## config.mk

```make
export PLATFORM = sky130hd
export DESIGN_NAME = mc_core
export DESIGN_NICKNAME = d
export VERILOG_FILES = /design/src/rtl/mc_pkg.sv /design/src/rtl/mc_regfile.sv /design/src/rtl/mc_alu.sv /design/src/rtl/mc_ctrl.sv /design/src/rtl/mc_core.sv
export SDC_FILE = /design/constraint.sdc
export NUM_CORES = 2
export LEC_CHECK = 0
export BUFFER_PORTS_ARGS = -buffer_cell sky130_fd_sc_hd__buf_4
export CORE_UTILIZATION = 40
export CTS_CLUSTER_SIZE = 8
export DETAILED_ROUTE_END_ITERATION = 16
export PLACE_DENSITY = 0.66
export SYNTH_ARGS = -nofsm -noshare
export SYNTH_HDL_FRONTEND = slang
export SYNTH_SLANG_ARGS = --single-unit
```

## constraint.sdc

```tcl
create_clock -name clk -period 17.2 [get_ports clk]
set_input_delay 0 -clock clk [delete_from_list [all_inputs] [get_ports clk]]
set_output_delay 0 -clock clk [all_outputs]
set_load 0.05 [all_outputs]
```

## src/rtl/mc_pkg.sv

```systemverilog
package mc_pkg;

    localparam int XLEN      = 32;
    localparam int OP_HI     = 31;
    localparam int FN_W      = 6;
    localparam int IMM_W     = 16;
    localparam int JT_W      = 26;
    localparam int RS_LO     = 21;
    localparam int RT_LO     = 16;
    localparam int RD_LO     = 11;
    localparam int STEP_W    = 4;

    localparam logic [5:0] OPC_REG   = 6'h00;
    localparam logic [5:0] OPC_LOAD  = 6'h23;
    localparam logic [5:0] OPC_STORE = 6'h2B;
    localparam logic [5:0] OPC_BEQ   = 6'h04;
    localparam logic [5:0] OPC_JUMP  = 6'h02;

    localparam logic [5:0] FC_ADD = 6'h20;
    localparam logic [5:0] FC_SUB = 6'h22;
    localparam logic [5:0] FC_AND = 6'h24;
    localparam logic [5:0] FC_OR  = 6'h25;
    localparam logic [5:0] FC_SLT = 6'h2A;

    typedef enum logic [STEP_W-1:0] {
        ST_FETCH  = 4'd0,
        ST_DECODE = 4'd1,
        ST_EXEC   = 4'd2,
        ST_RWB    = 4'd3,
        ST_ADDR   = 4'd4,
        ST_LDRD   = 4'd5,
        ST_LDWB   = 4'd6,
        ST_STWR   = 4'd7,
        ST_BRANCH = 4'd8,
        ST_JUMP   = 4'd9
    } step_e;

    typedef enum logic [2:0] {
        FN_ADD, FN_SUB, FN_AND, FN_OR, FN_SLT
    } alu_fn_e;

    typedef enum logic { SRC_A_PC, SRC_A_REG } src_a_e;

    typedef enum logic [1:0] {
        SRC_B_REG, SRC_B_FOUR, SRC_B_IMM, SRC_B_BOFS
    } src_b_e;

    typedef enum logic [1:0] { PC_FROM_ALU, PC_FROM_OUT, PC_FROM_JMP } pc_src_e;

    typedef struct packed {
        logic    ir_we;
        logic    pc_we;
        logic    br_cond;
        logic    addr_out;
        logic    mem_we;
        logic    reg_we;
        logic    dst_rd;
        logic    wb_mem;
        src_a_e  src_a;
        src_b_e  src_b;
        alu_fn_e fn;
        pc_src_e pc_src;
    } ctrl_t;

    localparam ctrl_t CTRL_IDLE = '{
        ir_we: 1'b0, pc_we: 1'b0, br_cond: 1'b0, addr_out: 1'b0,
        mem_we: 1'b0, reg_we: 1'b0, dst_rd: 1'b0, wb_mem: 1'b0,
        src_a: SRC_A_PC, src_b: SRC_B_FOUR, fn: FN_ADD, pc_src: PC_FROM_ALU
    };

    function automatic alu_fn_e func_to_fn(input logic [FN_W-1:0] fc);
        case (fc)
            FC_SUB:  return FN_SUB;
            FC_AND:  return FN_AND;
            FC_OR:   return FN_OR;
            FC_SLT:  return FN_SLT;
            default: return FN_ADD;
        endcase
    endfunction

    function automatic logic [XLEN-1:0] sext_imm(input logic [IMM_W-1:0] v);
        return {{(XLEN-IMM_W){v[IMM_W-1]}}, v};
    endfunction

endpackage

```

## src/rtl/mc_regfile.sv

```systemverilog
module mc_regfile #(
    parameter int DW    = 32,
    parameter int NREGS = 32,
    localparam int RAW  = $clog2(NREGS)
) (
    input  logic           clk,
    input  logic           rst,
    input  logic [RAW-1:0] ra1,
    input  logic [RAW-1:0] ra2,
    output logic [DW-1:0]  rd1,
    output logic [DW-1:0]  rd2,
    input  logic           we,
    input  logic [RAW-1:0] wa,
    input  logic [DW-1:0]  wd
);
    logic [DW-1:0] regs [NREGS];

    always_ff @(posedge clk) begin
        if (rst) begin
            for (int i = 0; i < NREGS; i++) regs[i] <= '0;
        end else if (we && (wa != '0)) begin
            regs[wa] <= wd;
        end
    end

    assign rd1 = (ra1 == '0) ? '0 : regs[ra1];
    assign rd2 = (ra2 == '0) ? '0 : regs[ra2];
endmodule

```

## src/rtl/mc_alu.sv

```systemverilog
module mc_alu
    import mc_pkg::*;
#(
    parameter int DW = 32
) (
    input  logic [DW-1:0] a,
    input  logic [DW-1:0] b,
    input  alu_fn_e       fn,
    output logic [DW-1:0] y,
    output logic          zero
);
    logic lt;
    assign lt = $signed(a) < $signed(b);

    always_comb begin
        case (fn)
            FN_SUB:  y = a - b;
            FN_AND:  y = a & b;
            FN_OR:   y = a | b;
            FN_SLT:  y = {{(DW-1){1'b0}}, lt};
            default: y = a + b;
        endcase
    end

    assign zero = (y == '0);
endmodule

```

## src/rtl/mc_ctrl.sv

```systemverilog
module mc_ctrl
    import mc_pkg::*;
(
    input  logic            clk,
    input  logic            rst,
    input  logic [5:0]      opcode,
    input  logic [FN_W-1:0] func,
    output step_e           state,
    output ctrl_t           ctrl,
    output logic            done
);
    step_e nxt;
    logic  known_op;

    assign known_op = (opcode == OPC_REG)   || (opcode == OPC_LOAD) ||
                      (opcode == OPC_STORE) || (opcode == OPC_BEQ)  ||
                      (opcode == OPC_JUMP);

    always_ff @(posedge clk) begin
        if (rst) state <= ST_FETCH;
        else     state <= nxt;
    end

    always_comb begin
        nxt = ST_FETCH;
        case (state)
            ST_FETCH: nxt = ST_DECODE;
            ST_DECODE: begin
                case (opcode)
                    OPC_REG:              nxt = ST_EXEC;
                    OPC_LOAD, OPC_STORE:  nxt = ST_ADDR;
                    OPC_BEQ:              nxt = ST_BRANCH;
                    OPC_JUMP:             nxt = ST_JUMP;
                    default:              nxt = ST_FETCH;
                endcase
            end
            ST_EXEC:  nxt = ST_RWB;
            ST_ADDR:  nxt = (opcode == OPC_LOAD) ? ST_LDRD : ST_STWR;
            ST_LDRD:  nxt = ST_LDWB;
            default:  nxt = ST_FETCH;
        endcase
    end

    always_comb begin
        ctrl = CTRL_IDLE;
        done = 1'b0;
        case (state)
            ST_FETCH: begin
                ctrl.ir_we = 1'b1;
                ctrl.pc_we = 1'b1;
            end
            ST_DECODE: begin
                ctrl.src_b = SRC_B_BOFS;
                done       = !known_op;
            end
            ST_EXEC: begin
                ctrl.src_a = SRC_A_REG;
                ctrl.src_b = SRC_B_REG;
                ctrl.fn    = func_to_fn(func);
            end
            ST_RWB: begin
                ctrl.reg_we = 1'b1;
                ctrl.dst_rd = 1'b1;
                done        = 1'b1;
            end
            ST_ADDR: begin
                ctrl.src_a = SRC_A_REG;
                ctrl.src_b = SRC_B_IMM;
            end
            ST_LDRD: ctrl.addr_out = 1'b1;
            ST_LDWB: begin
                ctrl.reg_we = 1'b1;
                ctrl.wb_mem = 1'b1;
                done        = 1'b1;
            end
            ST_STWR: begin
                ctrl.addr_out = 1'b1;
                ctrl.mem_we   = 1'b1;
                done          = 1'b1;
            end
            ST_BRANCH: begin
                ctrl.src_a   = SRC_A_REG;
                ctrl.src_b   = SRC_B_REG;
                ctrl.fn      = FN_SUB;
                ctrl.br_cond = 1'b1;
                ctrl.pc_src  = PC_FROM_OUT;
                done         = 1'b1;
            end
            ST_JUMP: begin
                ctrl.pc_we  = 1'b1;
                ctrl.pc_src = PC_FROM_JMP;
                done        = 1'b1;
            end
            default: ;
        endcase
    end
endmodule

```

## src/rtl/mc_core.sv

```systemverilog
module mc_core
    import mc_pkg::*;
#(
    parameter int NREGS = 32,
    localparam int DW   = XLEN,
    localparam int RAW  = $clog2(NREGS)
) (
    input  logic              clk,
    input  logic              rst,
    output logic [DW-1:0]     mem_addr,
    output logic [DW-1:0]     mem_wdata,
    output logic              mem_we,
    input  logic [DW-1:0]     mem_rdata,
    output logic [DW-1:0]     pc,
    output logic [STEP_W-1:0] step,
    output logic              done
);
    logic [DW-1:0] pc_q, ir_q, mdr_q, a_q, b_q, out_q;
    logic [DW-1:0] rd1, rd2, alu_a, alu_b, alu_y, pc_nxt, imm_x, wb_data;
    logic [RAW-1:0] wa;
    logic          alu_zero, pc_load;
    step_e         state;
    ctrl_t         c;

    mc_ctrl u_ctrl (
        .clk    (clk),
        .rst    (rst),
        .opcode (ir_q[OP_HI -: 6]),
        .func   (ir_q[FN_W-1:0]),
        .state  (state),
        .ctrl   (c),
        .done   (done)
    );

    assign wa      = c.dst_rd ? ir_q[RD_LO +: RAW] : ir_q[RT_LO +: RAW];
    assign wb_data = c.wb_mem ? mdr_q : out_q;

    mc_regfile #(.DW(DW), .NREGS(NREGS)) u_rf (
        .clk (clk),
        .rst (rst),
        .ra1 (ir_q[RS_LO +: RAW]),
        .ra2 (ir_q[RT_LO +: RAW]),
        .rd1 (rd1),
        .rd2 (rd2),
        .we  (c.reg_we),
        .wa  (wa),
        .wd  (wb_data)
    );

    assign imm_x = sext_imm(ir_q[IMM_W-1:0]);
    assign alu_a = (c.src_a == SRC_A_PC) ? pc_q : a_q;

    always_comb begin
        case (c.src_b)
            SRC_B_REG:  alu_b = b_q;
            SRC_B_FOUR: alu_b = DW'(4);
            SRC_B_IMM:  alu_b = imm_x;
            default:    alu_b = imm_x << 2;
        endcase
    end

    mc_alu #(.DW(DW)) u_alu (
        .a    (alu_a),
        .b    (alu_b),
        .fn   (c.fn),
        .y    (alu_y),
        .zero (alu_zero)
    );

    always_comb begin
        case (c.pc_src)
            PC_FROM_OUT: pc_nxt = out_q;
            PC_FROM_JMP: pc_nxt = {pc_q[DW-1 -: 4], ir_q[JT_W-1:0], 2'b00};
            default:     pc_nxt = alu_y;
        endcase
    end

    assign pc_load = c.pc_we || (c.br_cond && alu_zero);

    always_ff @(posedge clk) begin
        if (rst) begin
            pc_q <= '0;
            ir_q <= '0;
        end else begin
            if (pc_load) pc_q <= pc_nxt;
            if (c.ir_we) ir_q <= mem_rdata;
        end
    end

    always_ff @(posedge clk) begin
        if (rst) begin
            mdr_q <= '0;
            a_q   <= '0;
            b_q   <= '0;
            out_q <= '0;
        end else begin
            mdr_q <= mem_rdata;
            a_q   <= rd1;
            b_q   <= rd2;
            out_q <= alu_y;
        end
    end

    assign mem_addr  = c.addr_out ? out_q : pc_q;
    assign mem_wdata = b_q;
    assign mem_we    = c.mem_we;
    assign pc        = pc_q;
    assign step      = state;
endmodule

```

=== After elaboration in Yosys (flattened, before gate mapping) ===
Memory sizes are Yosys's and may differ from the RTL's. A register that Yosys moved wholly into a read port is not among the register bits.
Cells that the tools add are included.

* Bits in registers: 132
* RAM bits: 1,024
* Input bits: 34
* Logic and storage cells: 96
* Memories kept: 1

* Add/sub/neg operators: 2
* Order comparisons: 1
* Equality and inequality tests: 25
* Mux-type cells: 32
* Bitwise logic cells: 3
* Reductions and logical operators: 26

{| class="wikitable"
|+ Memory list
! name !! depth !! width !! rd ports !! clocked after memory_dff !! wr ports !! line !! source
|-
| u_rf.regs || 32 || 32 || 2 || 2 || 32 || mc_regfile.sv:16 || <nowiki>logic [DW-1:0] regs [NREGS];</nowiki>
|}

{| class="wikitable"
|+ Operators by type and width
! cell !! count
|-
| $mux 32 || 4
|-
| $pmux 32 s4 || 1
|-
| $pmux 32 s3 || 1
|-
| $pmux 32 s2 || 1
|-
| $eq 6x6->1 const B || 6
|-
| $add 32x32->32 || 1
|-
| $and 32x32->32 || 1
|-
| $logic_not 32->1 || 1
|-
| $lt 32x32->1 || 1
|-
| $or 32x32->32 || 1
|-
| $reduce_or 32->1 || 1
|-
| $sub 32x32->32 || 1
|-
| $pmux 4 s5 || 1
|-
| $eq 4x3->1 const B || 4
|-
| $pmux 4 s4 || 1
|-
| $mux 1 || 15
|-
| $reduce_or 2->1 || 7
|-
| $pmux 3 s4 || 1
|-
| $logic_not 5->1 || 2
|-
| $mux 5 || 2
|-
| $eq 4x2->1 const B || 2
|-
| $eq 4x4->1 const B || 2
|-
| $eq 3x2->1 const B || 2
|-
| $eq 6x2->1 const B || 1
|-
| other kinds (22) || 29
|}

=== Logic depth before layout (Yosys ltp) ===
* Depth in word-level cells: 11
* Depth in mapped cells: 23

=== Cells and area by module ===
A second synthesis with hierarchy kept.

* Cell total of the unflattened synthesis: 5,221
* Area, all modules: 68,644.6 µm²

{| class="wikitable"
|+ By module, submodules not included
! module !! instances !! cells each !! area an instance (µm²) !! sequential area each (µm²)
|-
| mc_regfile || 1 || 3,502 || 54,253.3 || 30,749.5
|-
| mc_core || 1 || 763 || 8,129.0 || 3,843.7
|-
| mc_alu || 1 || 887 || 5,800.6 || 0.0
|-
| mc_ctrl || 1 || 69 || 461.7 || 80.1
|}

=== Worst setup path before layout ===
OpenSTA, ideal clock, no wires.

* Path type: register -> register
* Start point: register u_ctrl.state[1]
* End point: register pc_q[22], in the netlist pc[22]
* Arrival time: 5.626 ns
* Data required time: 17.077 ns
* Path slack: 11.451 ns
* Stages on the path, launching flop included: 23
* Path buffers: 3
* Period minus slack after synthesis: 5.749 ns
* Path through: dfxtp_1 > clkbuf_1 > xnor2_1 > nor3_1 > nor2_1 > clkbuf_1 > mux2_2 > inv_1 > ha_1 > inv_1 > fa_1 > nor2b_1 > o311ai_2 > nand2_1 > a211oi_1 > xor2_1 > a222oi_1 > and4bb_1 > nand4_1 > nor4_4 > a21oi_2 > buf_6 > mux2_1

* Longest elaborated chain between the ends: 10

{| class="wikitable"
|+ RTL lines
! what !! line !! source
|-
| start: declaration || mc_ctrl.sv:8 || <nowiki>output step_e state,</nowiki>
|-
| start signal: assignment || mc_ctrl.sv:21 || <nowiki>else state <= nxt;</nowiki>
|-
| $eq 4x2->1 / $eq 4x4->1 (equally long branches) || mc_ctrl.sv:47 || <nowiki>case (state)</nowiki>
|-
| $reduce_or 2->1 (no source line) || -- ||
|-
| $pmux 2 s3 || mc_ctrl.sv:47 ||
|-
| $eq 2x2->1 (tied with other cells) || mc_core.sv:54 || <nowiki>case (c.src_b)</nowiki>
|-
| $pmux 32 s3 || mc_core.sv:54 ||
|-
| $add 32x32->32 (tied with other cells) || mc_alu.sv:21 || <nowiki>default: y = a + b;</nowiki>
|-
| $pmux 32 s4 || mc_alu.sv:16 || <nowiki>case (fn)</nowiki>
|-
| $logic_not 32->1 || mc_alu.sv:25 || <nowiki>assign zero = (y == '0);</nowiki>
|-
| $logic_and 1x1->1 || mc_core.sv:78 || <nowiki>assign pc_load = c.pc_we || (c.br_cond && alu_zero);</nowiki>
|-
| $logic_or 1x1->1 || mc_core.sv:78 ||
|-
| end signal: assignment || mc_core.sv:85 || <nowiki>if (pc_load) pc_q <= pc_nxt;</nowiki>
|-
| end: declaration || mc_core.sv:18 || <nowiki>logic [DW-1:0] pc_q, ir_q, mdr_q, a_q, b_q, out_q;</nowiki>
|}

Parallel ways exist; a longest one is shown, timed or not.
A chain may end at the register's enable or synchronous reset.

=== Worst setup path in the final report ===
Ends and elaborated chain as after synthesis.

==> results.txt <==
The worst setup path is captured at a flop. The number of hold violations in the final report came out at 0. The number of setup violations in the final report came out at 0. The combinational family with the most area after synthesis is multiplexers. For this design, the slowest cell found on the critical path is dfxtp_1. For the final database, setup skew stands at 0.0348 ns. The category of cells accounting for the largest share of critical-path delay is simple AND/OR/NAND/NOR gates.

The die width came out at 405 µm. TritonCTS built the clock tree. The worst ir drop on vdd came out at 0.117 mV. The number of nets still failing antenna checks after routing is 0. The start of the worst register-to-register path is u_ctrl.state[1]$_SDFF_PP0_. Setup repair after global routing left no endpoint under its margin. After Yosys synthesis, XOR and XNOR cells account for less than 1% of the synthesized area. The slack of the critical path came out at roughly 10 ns.

The number of global-route vias before repair is 46,305. The run finished with clean final reports. The number of DRC violations after detailed routing came out at 0. The count of buffers added by post-CTS timing repair for setup came out at 0.

The synthesized netlist devotes 1.95% of its cell area to adder and majority cells. The clock passes through at most 3 buffers. The total I/O pin count is 136. The first-pass GRT wire length is about 330 mm. The number of enable flip-flop cells after synthesis is 1,024.

The aggregate global-route resource usage is 28.2%. The floorplan step defined a core boundary enclosing ~0.16 mm². The worst setup slack before clock tree synthesis is 10.20 ns. The worst hold path begins at mem_rdata[6]. The compound-gate portion of the synthesized area came out at 7.36%. The post-route cell area is 0.0737 mm².

Static timing analysis puts the maximum clock frequency at roughly 140 MHz. The number of antenna violations at the first check in global routing came out at 5. The post-placement cell area came out at 0.0684 mm². The HPWL after detailed placement is about 140 mm. The peak per-stage delay on the critical path came out at 0.67 ns.

The clock input transition at the sequential cells of the worst setup and hold paths is 0.06 ns. The average vias per placed instance came out at 6.45. Tracing the worst setup path back leads to its startpoint at u_ctrl.state[1]$_SDFF_PP0_. In the synthesized netlist the dominant register cell turns out to be edfxtp_1. The worst path uses 41.1% of the clock period. The post-detailed-route wirelength per cell is around 32 µm. The number of iterations in the first detailed-routing pass came out at 8. The signed area change from the synthesized netlist to the final layout is 13.7%. The clock sink count is 1,220. The count of different cell masters after synthesis came out at 92.

Across the run, the number of max-cap violations was 0. Of the cells placed in the final design, the portion with a size suffix greater than 1 is 23.0%. Ranked by total cell area, the synthesized netlist is headed by edfxtp_1 47%, mux4_2 17%, nor2_1 6.9%.

The number of synthesis warnings came out at 0. Detailed routing inserted a total of 47,767 vias. The largest fanout on the critical path is 33. Counting flops with an async set or reset pin after synthesis yields a share of 0%. The count of buffer and inverter cells on the critical path is 5. The leakage power figure is 24.6 nW. The simple-gate area share of the yosys netlist came out at 10.6%. The effective utilization at floorplan came out at 40.3%. Counting flops and latches in the post-synthesis netlist gives between 1,000 and 1,500. The minimum setup slack among reg-to-reg paths is 10.14 ns.

Entering global routing, the biggest net connects 111 pins. Data on the critical path arrives at its endpoint at 7.73 ns. Sorting the synthesized cells by how often they occur yields 1,193 x nor2_1, 1,024 x edfxtp_1, 484 x mux4_2, 399 x clkbuf_1, 278 x nand2_1. The tightest slew margin relative to the limit came out at ~16%. The total of buffers placed on input and output ports is between 100 and 150.

Summing all flip-flop and latch instances after layout gives roughly 0.035 mm². The endpoint of the worst hold path is ir_q[6]$_SDFFE_PP0P_. The per-instance average area after synthesis came out at 12.5 µm². The total die area came out at 0.164 mm².

The root buffer cell is clkbuf_16. The die boundary height came out at just over 400 µm. The cell area after synthesis is 0.0648 mm². In this design, the critical path's most frequently occurring cell is buf_4. The worst hold path was traced through 4 stages. The min-delay analysis places its worst path in the category input pin to flop. Among all cell types in the netlist, the one instantiated most often is nor2_1.

The overall routed net length came out at 234 mm. The global placement routability congestion is 0.954. STA classifies the critical path startpoint as a flop. The final count of pins violating max slew is 0. The number of nets in the layout came out at about 5,300. The total overflow reported by the global router is 0. The kind of critical path is flop to flop. Traced cell by cell, the critical path runs through xnor2_1 -> nor3_2 -> buf_4 -> nor2_4 -> buf_4 -> mux2_2 -> inv_1 -> ha_1 -> inv_1 -> fa_1 -> nor2b_1 -> o311ai_2 -> a211oi_2 -> o31ai_2 -> nor2b_1 -> o21ai_0 -> nor4_1 -> nand4_1 -> nor4_4 -> a21oi_4 -> buf_4 -> mux2_1. The ratio of total power to cell area is 123 mW/mm². The share of the synthesized area in the top cell type is about 47%. The number of levels the H-tree was split into is 4. The number of gates resized after CTS was 0. The number of cells on the worst reg-to-reg path is 22.

The endpoint identified for the worst register-to-register timing path is pc[22]$_SDFFE_PP0P_. The clock latency reported for the late side of the worst-skew pair is 0.80 ns. The cell count after synthesis came out at 5,166.

The final setup TNS is 0 ns. The multi-input combinational cells in the finished layout cover a total of between 0.02 and 0.03 mm². The number of buffers inserted during clock tree synthesis came out at 171. For the pin with the worst max-slew slack, the measured transition is 1.24 ns. The detailed router's first-iteration violation count came out at 7,249. The time the worst path needs with I/O delays and setup came out at about 7.1 ns. The share of synthesized area occupied by flip-flops and latches came out at 53.5%. The layout filler cell count came out at around 14,000.

The count of hold buffers inserted by post-cts repair came out at 50. The share of cell area taken by muxes after synthesis is 22.7%. The data required time at the worst endpoint is 17.87 ns. The synthesized design spends more area on one cell type than any other, namely edfxtp_1. In this run the core area contains 147 standard-cell rows.
==> sequential cells by signal, summed over array words and instances, names as in the netlist <==
name and flops:
a_q 32, ir_q 32, mdr_q 32, mem_wdata 32
out_q 32, pc 32, u_ctrl.state 4, u_rf.regs 1024
==> worst max path at each step <==
stage                           to  slack (ns)  depth (start not counted)
4_1_cts        pc[22]$_SDFFE_PP0P_       10.18                         22
3_3_place_gp   pc[22]$_SDFFE_PP0P_       10.16                         22
5_1_grt        pc[22]$_SDFFE_PP0P_        9.69                         22
6_report       pc[22]$_SDFFE_PP0P_       10.14                         22
2_1_floorplan  pc[22]$_SDFFE_PP0P_       11.45                         22
3_5_place_dp   pc[22]$_SDFFE_PP0P_       10.20                         22
==> metrics by stage <==
step / utilization [%] / power (W) / std cells / hold slack (ns)
floorplan: - / 0.00508 / 5197 / 0.128
global placement: 42.6 / 0.00594 / 7121 / 0.228
detailed placement: 42.6 / 0.00595 / 7121 / 0.230
CTS: 45.8 / 0.00903 / 7404 / 0.00248
global route: 45.8 / 0.00932 / 7404 / 0.0442
finish: 45.8 / 0.00909 / 7406 / 0.0414
==> report_power, final <==
| group | switching [W] | total (W) | internal [W] | leakage [nW] |
|---|---|---|---|---|
| Clock | 0.00124 | 0.00311 | 0.00187 | 2.31 |
| Sequential | 0.000222 | 0.00359 | 0.00336 | 12.2 |
| Combinational | 0.00159 | 0.00239 | 0.000805 | 10.1 |
==> cells by family (layout without fill, tap and decap cells) <==
| logic type | Yosys count | in the layout |
|---|---|---|
| simple gates | 1687 | 1687 |
| flops | 1220 | 1220 |
| mux | 847 | 847 |
| compound gates | 682 | 682 |
| buf+inv | 607 | 654 |
| fa+ha+maj | 100 | 100 |
| xor+xnor | 22 | 22 |
| other cells | 1 | 34 |
==> cell usage in the layout (no fill, tap or decap), types with 49 or more instances in the layout <==
master / count
a21oi_1: 203
nand2_2: 57
dfxtp_1: 185
buf_4: 255
nor2b_1: 54
mux4_2: 484
nor2_1: 1192
nand2_1: 221
clkbuf_16: 179
dlygate4sd3_1: 50
mux2i_1: 199
o22ai_1: 68
inv_1: 107
mux2_2: 131
o21ai_0: 49
a221oi_1: 87
ha_1: 97
edfxtp_1: 1024
==> area by class of cell <==
| class | instances | share of cell area [%] |
|---|---|---|
| sequential | 1220 | 47.1 |
| multi-input combinational | 3370 | 38.8 |
| clock buffer | 225 | 6.31 |
| tap | 2160 | 3.67 |
| timing repair buffer | 310 | 3.40 |
| inverter | 111 | 0.567 |
| clock inverter | 8 | 0.156 |
| antenna | 2 | 0.00679 |
==> per-layer routing <==
metal  share of wire, %  vias to the layer above  track usage (%)
met5              0.061                        -            0.506
met1                 36                    24177             36.8
met4                4.2                        8             11.3
met3                 13                      620             7.81
li1                   -                    19442                -
met2                 46                     3520             44.4
==> tightest hold or removal path: cells and delay by family <==
family,cells,cell delay [ns]
and+or+nand+nor,1,0.05
buffers and inverters,2,0.67
AOI/OAI and AO/OA,1,0.05
Note: power is estimated with default switching activity, not from simulation.
